## src/rtl/adcseq_pkg.sv

```systemverilog
`timescale 1ns/1ps
package adcseq_pkg;

  // Frame phases; SHIFT and CAL repeat under an index counter.
  typedef enum logic [2:0] {
    PH_IDLE  = 3'd0,
    PH_CONV  = 3'd1,
    PH_NULL  = 3'd2,
    PH_SHIFT = 3'd3,
    PH_CAL   = 3'd4,
    PH_STALL = 3'd5
  } phase_e;

  function automatic int cnt_width(input int n);
    return (n > 1) ? $clog2(n) : 1;
  endfunction

  function automatic int max2(input int a, input int b);
    return (a > b) ? a : b;
  endfunction

endpackage

```

## src/rtl/adcseq_sck_gen.sv

```systemverilog
`timescale 1ns/1ps
module adcseq_sck_gen import adcseq_pkg::*; #(
  parameter int SCK_HALF_CYC = 15
) (
  input  logic clk,
  input  logic rst_n,
  input  logic run,
  output logic sck,
  output logic fall_tick
);
  localparam int CW = cnt_width(SCK_HALF_CYC);

  logic [CW-1:0] div_q;
  logic          sck_q;
  logic          active;
  logic          wrap;

  // Keep going while asked to, or until a high phase has completed.
  assign active = run || sck_q;
  assign wrap   = (div_q == CW'(SCK_HALF_CYC - 1));

  always_ff @(posedge clk) begin
    if (!rst_n) begin
      div_q <= '0;
      sck_q <= 1'b0;
    end else if (active) begin
      if (wrap) begin
        div_q <= '0;
        sck_q <= ~sck_q;
      end else begin
        div_q <= div_q + 1'b1;
      end
    end else begin
      div_q <= '0;
    end
  end

  assign sck       = sck_q;
  assign fall_tick = active && wrap && sck_q;

endmodule

```

## src/rtl/adcseq_fsm.sv

```systemverilog
`timescale 1ns/1ps
module adcseq_fsm import adcseq_pkg::*; #(
  parameter int SAMPLE_W    = 10,
  parameter int CHANNELS    = 12,
  parameter int STALL_TICKS = 820,
  parameter int IDX_W       = 4
) (
  input  logic             clk,
  input  logic             rst_n,
  input  logic             start,
  input  logic             tick,
  output logic             run,
  output logic             cs_n,
  output logic             shift_en,
  output logic             cal_en,
  output logic [IDX_W-1:0] cal_idx,
  output logic             conv_done,
  output logic             frame_valid
);
  localparam int SCW = cnt_width(STALL_TICKS);

  phase_e           ph_q, ph_nx;
  logic [IDX_W-1:0] idx_q, idx_nx;
  logic [SCW-1:0]   stall_q, stall_nx;
  logic             last_bit, last_ch, last_stall;
  logic             cs_active_nx;

  assign last_bit   = (idx_q == IDX_W'(SAMPLE_W - 1));
  assign last_ch    = (idx_q == IDX_W'(CHANNELS - 1));
  assign last_stall = (stall_q == SCW'(STALL_TICKS - 1));

  always_comb begin
    ph_nx    = ph_q;
    idx_nx   = idx_q;
    stall_nx = stall_q;
    unique case (ph_q)
      PH_IDLE: begin
        stall_nx = '0;
        idx_nx   = '0;
        if (start) ph_nx = PH_CONV;
      end
      PH_CONV: ph_nx = PH_NULL;
      PH_NULL: begin
        ph_nx  = PH_SHIFT;
        idx_nx = '0;
      end
      PH_SHIFT: begin
        if (last_bit) begin
          ph_nx  = PH_CAL;
          idx_nx = '0;
        end else begin
          idx_nx = idx_q + 1'b1;
        end
      end
      PH_CAL: begin
        if (last_ch) ph_nx = PH_STALL;
        else         idx_nx = idx_q + 1'b1;
      end
      PH_STALL: begin
        if (last_stall) ph_nx = PH_IDLE;
        else            stall_nx = stall_q + 1'b1;
      end
      default: ph_nx = PH_IDLE;
    endcase
  end

  assign cs_active_nx = (ph_nx == PH_CONV) || (ph_nx == PH_NULL) || (ph_nx == PH_SHIFT);

  always_ff @(posedge clk) begin
    if (!rst_n) begin
      ph_q        <= PH_IDLE;
      idx_q       <= '0;
      stall_q     <= '0;
      cs_n        <= 1'b1;
      conv_done   <= 1'b0;
      frame_valid <= 1'b0;
    end else begin
      frame_valid <= 1'b0;
      if (tick) begin
        ph_q    <= ph_nx;
        idx_q   <= idx_nx;
        stall_q <= stall_nx;
        cs_n    <= !cs_active_nx;
        if ((ph_q == PH_SHIFT) && last_bit)
          conv_done <= 1'b1;
        else if ((ph_q == PH_STALL) && last_stall)
          conv_done <= 1'b0;
        frame_valid <= (ph_q == PH_CAL) && last_ch;
      end
    end
  end

  assign run      = start || (ph_q != PH_IDLE);
  assign shift_en = tick && (ph_q == PH_SHIFT);
  assign cal_en   = tick && (ph_q == PH_CAL);
  assign cal_idx  = idx_q;

endmodule

```

## src/rtl/adcseq_capture.sv

```systemverilog
`timescale 1ns/1ps
module adcseq_capture #(
  parameter int CHANNELS = 12,
  parameter int SAMPLE_W = 10
) (
  input  logic                clk,
  input  logic                rst_n,
  input  logic                shift_en,
  input  logic [CHANNELS-1:0] miso,
  output logic [SAMPLE_W-1:0] raw [CHANNELS]
);
  // One MSB-first shift register per converter line.
  for (genvar c = 0; c < CHANNELS; c++) begin : g_lane
    always_ff @(posedge clk) begin
      if (!rst_n)        raw[c] <= '0;
      else if (shift_en) raw[c] <= {raw[c][SAMPLE_W-2:0], miso[c]};
    end
  end

endmodule

```

## src/rtl/adcseq_calib.sv

```systemverilog
`timescale 1ns/1ps
module adcseq_calib #(
  parameter int CHANNELS  = 12,
  parameter int SAMPLE_W  = 10,
  parameter int GAIN_W    = 10,
  parameter int GAIN_FRAC = 8,
  parameter int IDX_W     = 4
) (
  input  logic                clk,
  input  logic                rst_n,
  input  logic                cal_en,
  input  logic [IDX_W-1:0]    cal_idx,
  input  logic [SAMPLE_W-1:0] raw  [CHANNELS],
  input  logic [GAIN_W-1:0]   gain [CHANNELS],
  output logic [SAMPLE_W-1:0] word [CHANNELS]
);
  localparam int PW = SAMPLE_W + GAIN_W;
  localparam int QW = PW - GAIN_FRAC;   // must exceed SAMPLE_W

  logic [SAMPLE_W-1:0] sel_raw;
  logic [GAIN_W-1:0]   sel_gain;
  logic [PW-1:0]       prod;
  logic [QW-1:0]       scaled;
  logic [SAMPLE_W-1:0] clipped;

  // One shared multiplier, steered by the channel index.
  always_comb begin
    sel_raw  = '0;
    sel_gain = '0;
    for (int i = 0; i < CHANNELS; i++) begin
      if (cal_idx == IDX_W'(i)) begin
        sel_raw  = raw[i];
        sel_gain = gain[i];
      end
    end
  end

  assign prod    = PW'(sel_raw) * PW'(sel_gain);
  assign scaled  = prod[PW-1:GAIN_FRAC];
  assign clipped = (|scaled[QW-1:SAMPLE_W]) ? {SAMPLE_W{1'b1}} : scaled[SAMPLE_W-1:0];

  for (genvar c = 0; c < CHANNELS; c++) begin : g_word
    always_ff @(posedge clk) begin
      if (!rst_n)
        word[c] <= '0;
      else if (cal_en && (cal_idx == IDX_W'(c)))
        word[c] <= clipped;
    end
  end

endmodule

```

## src/rtl/adc_sample_seq.sv

```systemverilog
`timescale 1ns/1ps
module adc_sample_seq import adcseq_pkg::*; #(
  parameter int CHANNELS     = 12,
  parameter int SAMPLE_W     = 10,
  parameter int GAIN_W       = 10,
  parameter int GAIN_FRAC    = 8,
  parameter int SCK_HALF_CYC = 15,
  parameter int STALL_TICKS  = 820
) (
  input  logic                         clk,
  input  logic                         rst_n,
  input  logic                         start,
  input  logic [CHANNELS-1:0]          adc_miso,
  input  logic [CHANNELS*GAIN_W-1:0]   gain_flat,
  output logic                         adc_sck,
  output logic                         adc_cs_n,
  output logic                         conv_done,
  output logic                         cal_valid,
  output logic [CHANNELS*SAMPLE_W-1:0] cal_words
);
  localparam int IDX_W = cnt_width(max2(SAMPLE_W, CHANNELS));

  logic             run, tick, shift_en, cal_en;
  logic [IDX_W-1:0] cal_idx;
  logic [SAMPLE_W-1:0] raw_a  [CHANNELS];
  logic [GAIN_W-1:0]   gain_a [CHANNELS];
  logic [SAMPLE_W-1:0] word_a [CHANNELS];

  for (genvar c = 0; c < CHANNELS; c++) begin : g_io
    assign gain_a[c] = gain_flat[c*GAIN_W +: GAIN_W];
    assign cal_words[c*SAMPLE_W +: SAMPLE_W] = word_a[c];
  end

  adcseq_sck_gen #(
    .SCK_HALF_CYC(SCK_HALF_CYC)
  ) u_sck (
    .clk       (clk),
    .rst_n     (rst_n),
    .run       (run),
    .sck       (adc_sck),
    .fall_tick (tick)
  );

  adcseq_fsm #(
    .SAMPLE_W    (SAMPLE_W),
    .CHANNELS    (CHANNELS),
    .STALL_TICKS (STALL_TICKS),
    .IDX_W       (IDX_W)
  ) u_fsm (
    .clk         (clk),
    .rst_n       (rst_n),
    .start       (start),
    .tick        (tick),
    .run         (run),
    .cs_n        (adc_cs_n),
    .shift_en    (shift_en),
    .cal_en      (cal_en),
    .cal_idx     (cal_idx),
    .conv_done   (conv_done),
    .frame_valid (cal_valid)
  );

  adcseq_capture #(
    .CHANNELS (CHANNELS),
    .SAMPLE_W (SAMPLE_W)
  ) u_cap (
    .clk      (clk),
    .rst_n    (rst_n),
    .shift_en (shift_en),
    .miso     (adc_miso),
    .raw      (raw_a)
  );

  adcseq_calib #(
    .CHANNELS  (CHANNELS),
    .SAMPLE_W  (SAMPLE_W),
    .GAIN_W    (GAIN_W),
    .GAIN_FRAC (GAIN_FRAC),
    .IDX_W     (IDX_W)
  ) u_cal (
    .clk     (clk),
    .rst_n   (rst_n),
    .cal_en  (cal_en),
    .cal_idx (cal_idx),
    .raw     (raw_a),
    .gain    (gain_a),
    .word    (word_a)
  );

endmodule

```

## config.mk

```make
export PLATFORM = sky130hd
export DESIGN_NAME = adc_sample_seq
export DESIGN_NICKNAME = d
export VERILOG_FILES = /design/src/rtl/adcseq_pkg.sv /design/src/rtl/adcseq_sck_gen.sv /design/src/rtl/adcseq_fsm.sv /design/src/rtl/adcseq_capture.sv /design/src/rtl/adcseq_calib.sv /design/src/rtl/adc_sample_seq.sv
export SDC_FILE = /design/constraint.sdc
export NUM_CORES = 1
export LEC_CHECK = 0
export BUFFER_PORTS_ARGS = -buffer_cell sky130_fd_sc_hd__buf_2
export CAP_MARGIN = 20
export CELL_PAD_IN_SITES_DETAIL_PLACEMENT = 0
export CELL_PAD_IN_SITES_GLOBAL_PLACEMENT = 1
export CORE_MARGIN = 2
export CORE_UTILIZATION = 45
export DETAILED_ROUTE_END_ITERATION = 6
export PLACE_DENSITY_LB_ADDON = 0.1
export SKIP_CTS_REPAIR_TIMING = 1
export SYNTH_ARGS = -nofsm -noshare
export SYNTH_HDL_FRONTEND = slang
export SYNTH_SLANG_ARGS = --single-unit
```

## constraint.sdc

```tcl
create_clock -name clk -period 14.2 [get_ports clk]
set_input_delay 1.42 -clock clk [delete_from_list [all_inputs] [get_ports clk]]
set_output_delay 1.42 -clock clk [all_outputs]
set_load 0.005 [all_outputs]
```

==> results of run 1 <==
report_power, final:
group / switching, mW / internal [mW] / total [mW]
sequential: 0.000255 / 0.744 / 0.744
clock: 0.316 / 0.515 / 0.831
combinational: 0.0302 / 0.0242 / 0.0545
layout make-up:
| class | count | area share |
|---|---|---|
| multi-input cells | 1399 | 0.510 |
| flip-flops and latches | 265 | 0.294 |
| repair buffers | 303 | 0.0917 |
| clock buffers | 41 | 0.0479 |
| well taps | 448 | 0.0311 |
| inverters | 63 | 0.0131 |
| clock inverters | 14 | 0.0114 |
| diodes | 3 | 0.000416 |
cells in the mapped netlist (12+ instances only):
| library cell | number | share of area |
|---|---|---|
| buf_2 | 14 | 0.0045 |
| a221o_1 | 12 | 0.0078 |
| fa_1 | 61 | 0.079 |
| nor2b_1 | 25 | 0.010 |
| ha_1 | 60 | 0.049 |
| a21boi_0 | 127 | 0.062 |
| nand3_1 | 15 | 0.0049 |
| and2_1 | 12 | 0.0049 |
| a222oi_1 | 12 | 0.0078 |
| clkbuf_1 | 145 | 0.035 |
| o211ai_1 | 14 | 0.0068 |
| a21o_1 | 12 | 0.0058 |
| nor2_1 | 158 | 0.039 |
| nand2_1 | 319 | 0.078 |
| a22oi_1 | 13 | 0.0063 |
| a21oi_1 | 65 | 0.021 |
| o21ai_0 | 156 | 0.051 |
| nand2b_1 | 32 | 0.013 |
| inv_1 | 63 | 0.015 |
| a31oi_1 | 138 | 0.056 |
| buf_4 | 13 | 0.0063 |
| dfxtp_1 | 265 | 0.34 |
how the worst max path moves through the flow:
stage,start,endpoint,slack [ns],cells past startpoint
CTS,u_fsm.cal_idx[2],u_cal.word[60],3.58,26
global route,u_fsm.cal_idx[2],u_cal.word[113],2.88,26
detailed placement,u_fsm.cal_idx[2],u_cal.word[56],3.63,26
global placement,u_fsm.cal_idx[2],u_cal.word[45],3.84,26
finish,u_fsm.cal_idx[2],u_cal.word[107],3.51,26
floorplan,gain_flat[12],u_cal.word[109],6.51,26
kinds of logic (layout without fill, tap and decap cells):
kind of cell             Yosys count  after routing  synth area share
AO/OA/AOI/OAI                    626            626             0.271
XOR/XNOR                          20             20            0.0114
adder cells (fa/ha/maj)          121            121             0.128
buffers and inverters            237            421            0.0621
flip-flops                       265            265             0.344
multiplexers                       2              2           0.00138
other                              0              3                 0
AND/OR/NAND/NOR                  630            630             0.181
per-layer routing:
layer  GRT usage  vias up  part of all wire
li1            -     6983                 -
met1       0.355     6812              0.44
met2       0.428      420              0.46
met3      0.0586       71             0.070
met4      0.0793        0             0.027
met5           0        -                 0
stage by stage:
step / hold slack, ns / utilization / cells / area (um^2) / setup slack (ns)
3_3_place_gp: 0.446 / 0.501 / 2467 / 16900 / 3.84
6_report: 0.464 / 0.536 / 2536 / 18000 / 3.51
2_1_floorplan: 0.430 / - / 1901 / 15400 / 6.51
4_1_cts: 0.467 / 0.534 / 2526 / 18000 / 3.58
5_1_grt: 0.492 / 0.536 / 2534 / 18000 / 2.88
3_5_place_dp: 0.459 / 0.503 / 2471 / 16900 / 3.63
sequential cells by signal, indices dropped and copies added (netlist names):
signal             count
u_fsm.cs_n             1
u_sck.sck              1
u_fsm.ph_q             3
u_fsm.conv_done        1
u_sck.div_q            4
u_cal.word           120
u_cap.raw            120
u_fsm.frame_valid      1
u_fsm.cal_idx          4
u_fsm.stall_q         10
worst max-delay path: stages (launching register included):
cell	delay (ns)
dfxtp_1	0.89
nor2b_1	0.47
and2_1	0.68
a22oi_1	0.19
a31oi_1	0.45
a21oi_1	0.14
o21ai_0	0.71
a222oi_1	0.20
buf_4	0.24
or2_2	0.30
fa_1	0.51
fa_1	0.55
inv_1	0.06
fa_1	0.46
fa_1	0.50
inv_1	0.05
fa_1	0.47
inv_1	0.04
ha_1	0.33
nand2_1	0.09
a21o_1	0.21
nor3_1	0.41
nand2_1	0.13
or3_1	0.41
a211oi_4	0.88
buf_4	0.88
a31oi_1	0.18
==> metrics.txt, run 1 <==
Setup Skew=roughly 0.021 ns; Slew Viols, Final=0; Seq/Total Area, Yosys=0.344; # setup viols final=0; fin crit share=0.753; Multi-input gate area=about 9200 um^2; Tightest Hold Check Type=reg -> reg; Synthesis Warnings=0; Initial Util=0.458; chip height=about 190 um; Final Power=between 1.5 and 2 mW; MaxCap Viol Count=0; ANT nets after route=0; Rows=67; number of buffers created by CTS=30; Synth Cell Area=approximately 15000 um^2; Filler Cells Inserted=roughly 3300; Peak supply drop=about 0.097 mV; WHS Path Cells=2; DRT Pass-1 Iters=5; Post-synth EDFFs=0; vias in the first global route=around 14000; DRC=0; RSZ-0062 raised after global routing=no; TNS Setup=0 ns; Top FF cell, synth=dfxtp_1; Starting DRT DRC Count=approximately 1200; min Tclk post-route=roughly 11 ns; RR Startpoint=u_fsm.cal_idx[2]; Synth-to-Final Area Change=17.1%; most frequent cells in the layout=319 x nand2_1, 265 x dfxtp_1, 257 x buf_2; Fmax=~94 MHz; synth unique cells=approximately 70; CTS root buf=clkbuf_16; Avg Cell Area, Syn=about 8.1 um^2; CTS Sinks=between 200 and 300; placed wire-length estimate=34000 um; CP Capture Type=flip-flop; worst slew pin tran=roughly 1.1 ns; GRT Overall Usage=0.265; layout cells sized above 1=0.182; commonest non-fill, non-tap cell in the layout=nand2_1; Die Wd=between 150 and 200 um; Pwr Density=90.3 nW/um^2; status=complete, no violations; crit path launch type=flip-flop; Worst Path Arrival=~11 ns; critical path type=reg -> reg; final net count=2318; R2R Path End=u_cal.word[107]; vias per inst=5.63; die area=35700 um^2; count of final hold-check violations=0; R2R cell count=26; largest net degree at the start of global routing=around 120; Routed wire per std cell=19.0 um; gr ovfl total=0; DR vias=between 10000 and 15000; ys async rst share=0; Clock transition at path regs=0.06 ns; Syn Nets=approximately 2200; Worst-Skew Late Latency=0.56 ns; Pleak=approximately 7.7 nW; Cells after Synth=1901; core area=approximately 34000 um^2; initial antenna violation count=3; Reg area=roughly 5300 um^2; global-route wire length before repair=approximately 76000 um; H-tree level count=1; IO Count=259; Max Fanout on Critical Path=96; CTS tree=built; hold endpoint=u_cap.raw[49]; hold path start=u_cap.raw[49]; CTS Buffer Depth=3; Detailed Route WL=about 48000 um; Reg2Reg Setup Slack=3.51 ns; Yosys reg bits=265; GPL Wtd Cong=about 0.86; Port-buffer cells=between 200 and 300; Relative slew margins=0.253; required time worst endpoint=~15 ns
Note: power is estimated with default switching activity, not from simulation.
==> run 2: changes to the inputs <==
--- a/config.mk
+++ b/config.mk
@@ -10,7 +10,7 @@
 export CELL_PAD_IN_SITES_DETAIL_PLACEMENT = 0
 export CELL_PAD_IN_SITES_GLOBAL_PLACEMENT = 1
 export CORE_MARGIN = 2
-export CORE_UTILIZATION = 45
+export CORE_UTILIZATION = 42
 export DETAILED_ROUTE_END_ITERATION = 6
 export PLACE_DENSITY_LB_ADDON = 0.1
 export SKIP_CTS_REPAIR_TIMING = 1
==> constraint.sdc (replaced) <==
create_clock -name clk -period 10.49 [get_ports clk]
set_input_delay 1.049 -clock clk [delete_from_list [all_inputs] [get_ports clk]]
set_output_delay 1.049 -clock clk [all_outputs]
set_load 0.005 [all_outputs]
==> metrics.txt, run 2 (synthesis results as in run 1) <==
sequential share of power=0.472 (+0.015); Max Fanout on Critical Path=40 (-58%); end of the critical path=u_cal.word[91]; core area=36300 um^2 (+8.1%); NetSw=0.458 mW (+32%); Pwr Density=118 nW/um^2 (+31%); clock power share=0.493 (-0.017); Switching Share=0.215 (+0.00203); R2R cell count=26 (unchanged); Int Pwr=1.67 mW (+31%); pre-CTS WS=0.703 ns (-2.93 ns); CP Capture Type=flip-flop; GPL Wtd Cong=0.867 (+0.62%); Peak supply drop=0.118 mV (+21%); DRC=0 (unchanged); TNS Setup=0 ns (unchanged); final core utilization=0.497 (-0.0393); Largest regs=u_cal.word: 120 flops, u_cap.raw: 120 flops, u_fsm.stall_q: 10 flops; largest net degree at the start of global routing=109 (-11%); CTS tree=built; vias in the first global route=13900 (+1.8%); die area=38200 um^2 (+7.0%); Tightest Hold Check Type=reg -> reg; Routed wire per std cell=19.4 um (+2.0%); fin crit share=0.935 (+0.181); worst slew pin tran=1.09 ns (-0.0218 ns); Initial Util=0.424 (-0.0344); Relative slew margins=0.271 (+0.0182); initial antenna violation count=4 (+1); Reg2Reg Setup Slack=0.69 ns (-2.82 ns); gr ovfl total=0 (unchanged); Port-buffer cells=258 (unchanged); final net count=2330 (+0.52%); critical path type=reg -> reg; Rows=70 (+4.5%); RR Startpoint=u_fsm.cal_idx[2]; design area=18100 um^2 (+0.19%); Slew Viols, Final=0 (unchanged); hold_ws=0.467 ns (+0.00256 ns); DRT Pass-1 Iters=7 (+2); placed cell area=17000 um^2 (+0.68%); R2R Path End=u_cal.word[91]; GRT Overall Usage=0.257 (-0.00809); H-tree level count=1 (unchanged); Worst-Skew Late Latency=0.56 ns (about the same); # setup viols final=0 (unchanged); CP startpoint=u_fsm.cal_idx[2]; Final WS setup=0.686 ns (-2.82 ns); required time worst endpoint=10.89 ns (-3.69 ns); CTS Buffer Depth=3 (unchanged); Placed Cells=2503 (+1.3%); Comb pwr share=0.035 (+0.002); RSZ-0062 raised after global routing=no; Starting DRT DRC Count=1060 (-13%); status=complete, no violations; Synth-to-Final Area Change=17.3%; CTS root buf=clkbuf_16; Fmax=102 MHz (+9.1%); number of buffers created by CTS=29 (-3.3%); Die Wd=196 um (+3.4%); vias per inst=5.60 (-0.55%); DR vias=14400 (+0.70%); layout cells sized above 1=0.184 (+0.00230); ANT nets after route=0 (unchanged); Pleak=7.75 nW (+0.42%); commonest non-fill, non-tap cell in the layout=nand2_1; IO Count=259 (unchanged); min Tclk post-route=9.80 ns (-0.891 ns); Final Power=2.13 mW (+31%); most frequent cells in the layout=319 x nand2_1, 265 x dfxtp_1, 258 x buf_2; count of final hold-check violations=0 (unchanged); crit path launch type=flip-flop; Clock transition at path regs=0.06 ns (about the same); post-route insts no fill=2568 (+1.3%); MaxCap Viol Count=0 (unchanged); Worst Path Arrival=10.20 ns (-0.87 ns); placed wire-length estimate=35800 um (+5.3%); chip height=196 um (+3.4%); CTS Sinks=265 (unchanged); global-route wire length before repair=78500 um (+3.5%); Detailed Route WL=49800 um (+3.3%); Setup Skew=0.0145 ns (-0.00639 ns)
## run 2: cell types whose count changed in the layout (fill, tap and decap cells not counted), sizes merged
cell	previous run	this run
clkinv	7	3
clkinvlp	1	0
buf	302	316
bufinv	5	2
clkbuf	42	48
## run 2: critical path, cell delays in order (launching register included)
cell and delay, ns:
dfxtp_1 0.85, nor2b_1 0.48, and2_1 0.64, a22oi_1 0.25, a31oi_1 0.40, a21oi_1 0.14, o21ai_0 0.67, a222oi_1 0.20
buf_4 0.23, or2_2 0.30, fa_1 0.52, fa_1 0.55, inv_1 0.05, fa_1 0.47, fa_1 0.50, inv_1 0.05
fa_1 0.48, inv_1 0.04, ha_1 0.33, nand2_1 0.08, a21o_1 0.21, nor3_1 0.43, nand2_1 0.12, or3_1 0.42
a211oi_4 0.81, buf_12 0.30, a31oi_1 0.11
## run 2: area by class of cell
class,count,area (um^2)
Clock buffer,48,907
Multi-Input combinational cell,1399,9190
Inverter,63,236
Clock inverter,6,83.8
Fill cell,3674,18300
Antenna cell,3,7.51
Sequential cell,265,5310
Tap cell,468,586
Timing Repair Buffer,316,1760
## run 2: power by group through the flow
stage	clock (mW)	sequential, mW	combinational (mW)
after CTS	1.07	1.01	0.0748
after floorplan	0	1.03	0.0301
after global routing	1.11	1.01	0.0798
final	1.05	1.01	0.0748
after global placement	0	1.03	0.0752
after detailed placement	0	1.03	0.0746
## run 2: worst min-delay path by stage
stage	to	startpoint	slack (ns)	cells past startpoint
after global placement	u_sck.div_q[0]	u_sck.div_q[0]	0.45	1
after detailed placement	u_cap.raw[19]	u_cap.raw[19]	0.46	2
final	u_cap.raw[119]	u_cap.raw[119]	0.47	2
after floorplan	u_sck.div_q[0]	u_sck.div_q[0]	0.43	1
after CTS	u_cap.raw[19]	u_cap.raw[19]	0.47	2
after global routing	u_cap.raw[29]	u_cap.raw[29]	0.48	2
## run 2: per-layer routing
metal / vias up / global-route usage / routed length, um
met2: 376 / 0.426 / 23200
met4: 2 / 0.0647 / 927
li1: 6987 / - / -
met3: 48 / 0.0373 / 2770
met5: - / 0 / 8
met1: 6973 / 0.353 / 23000
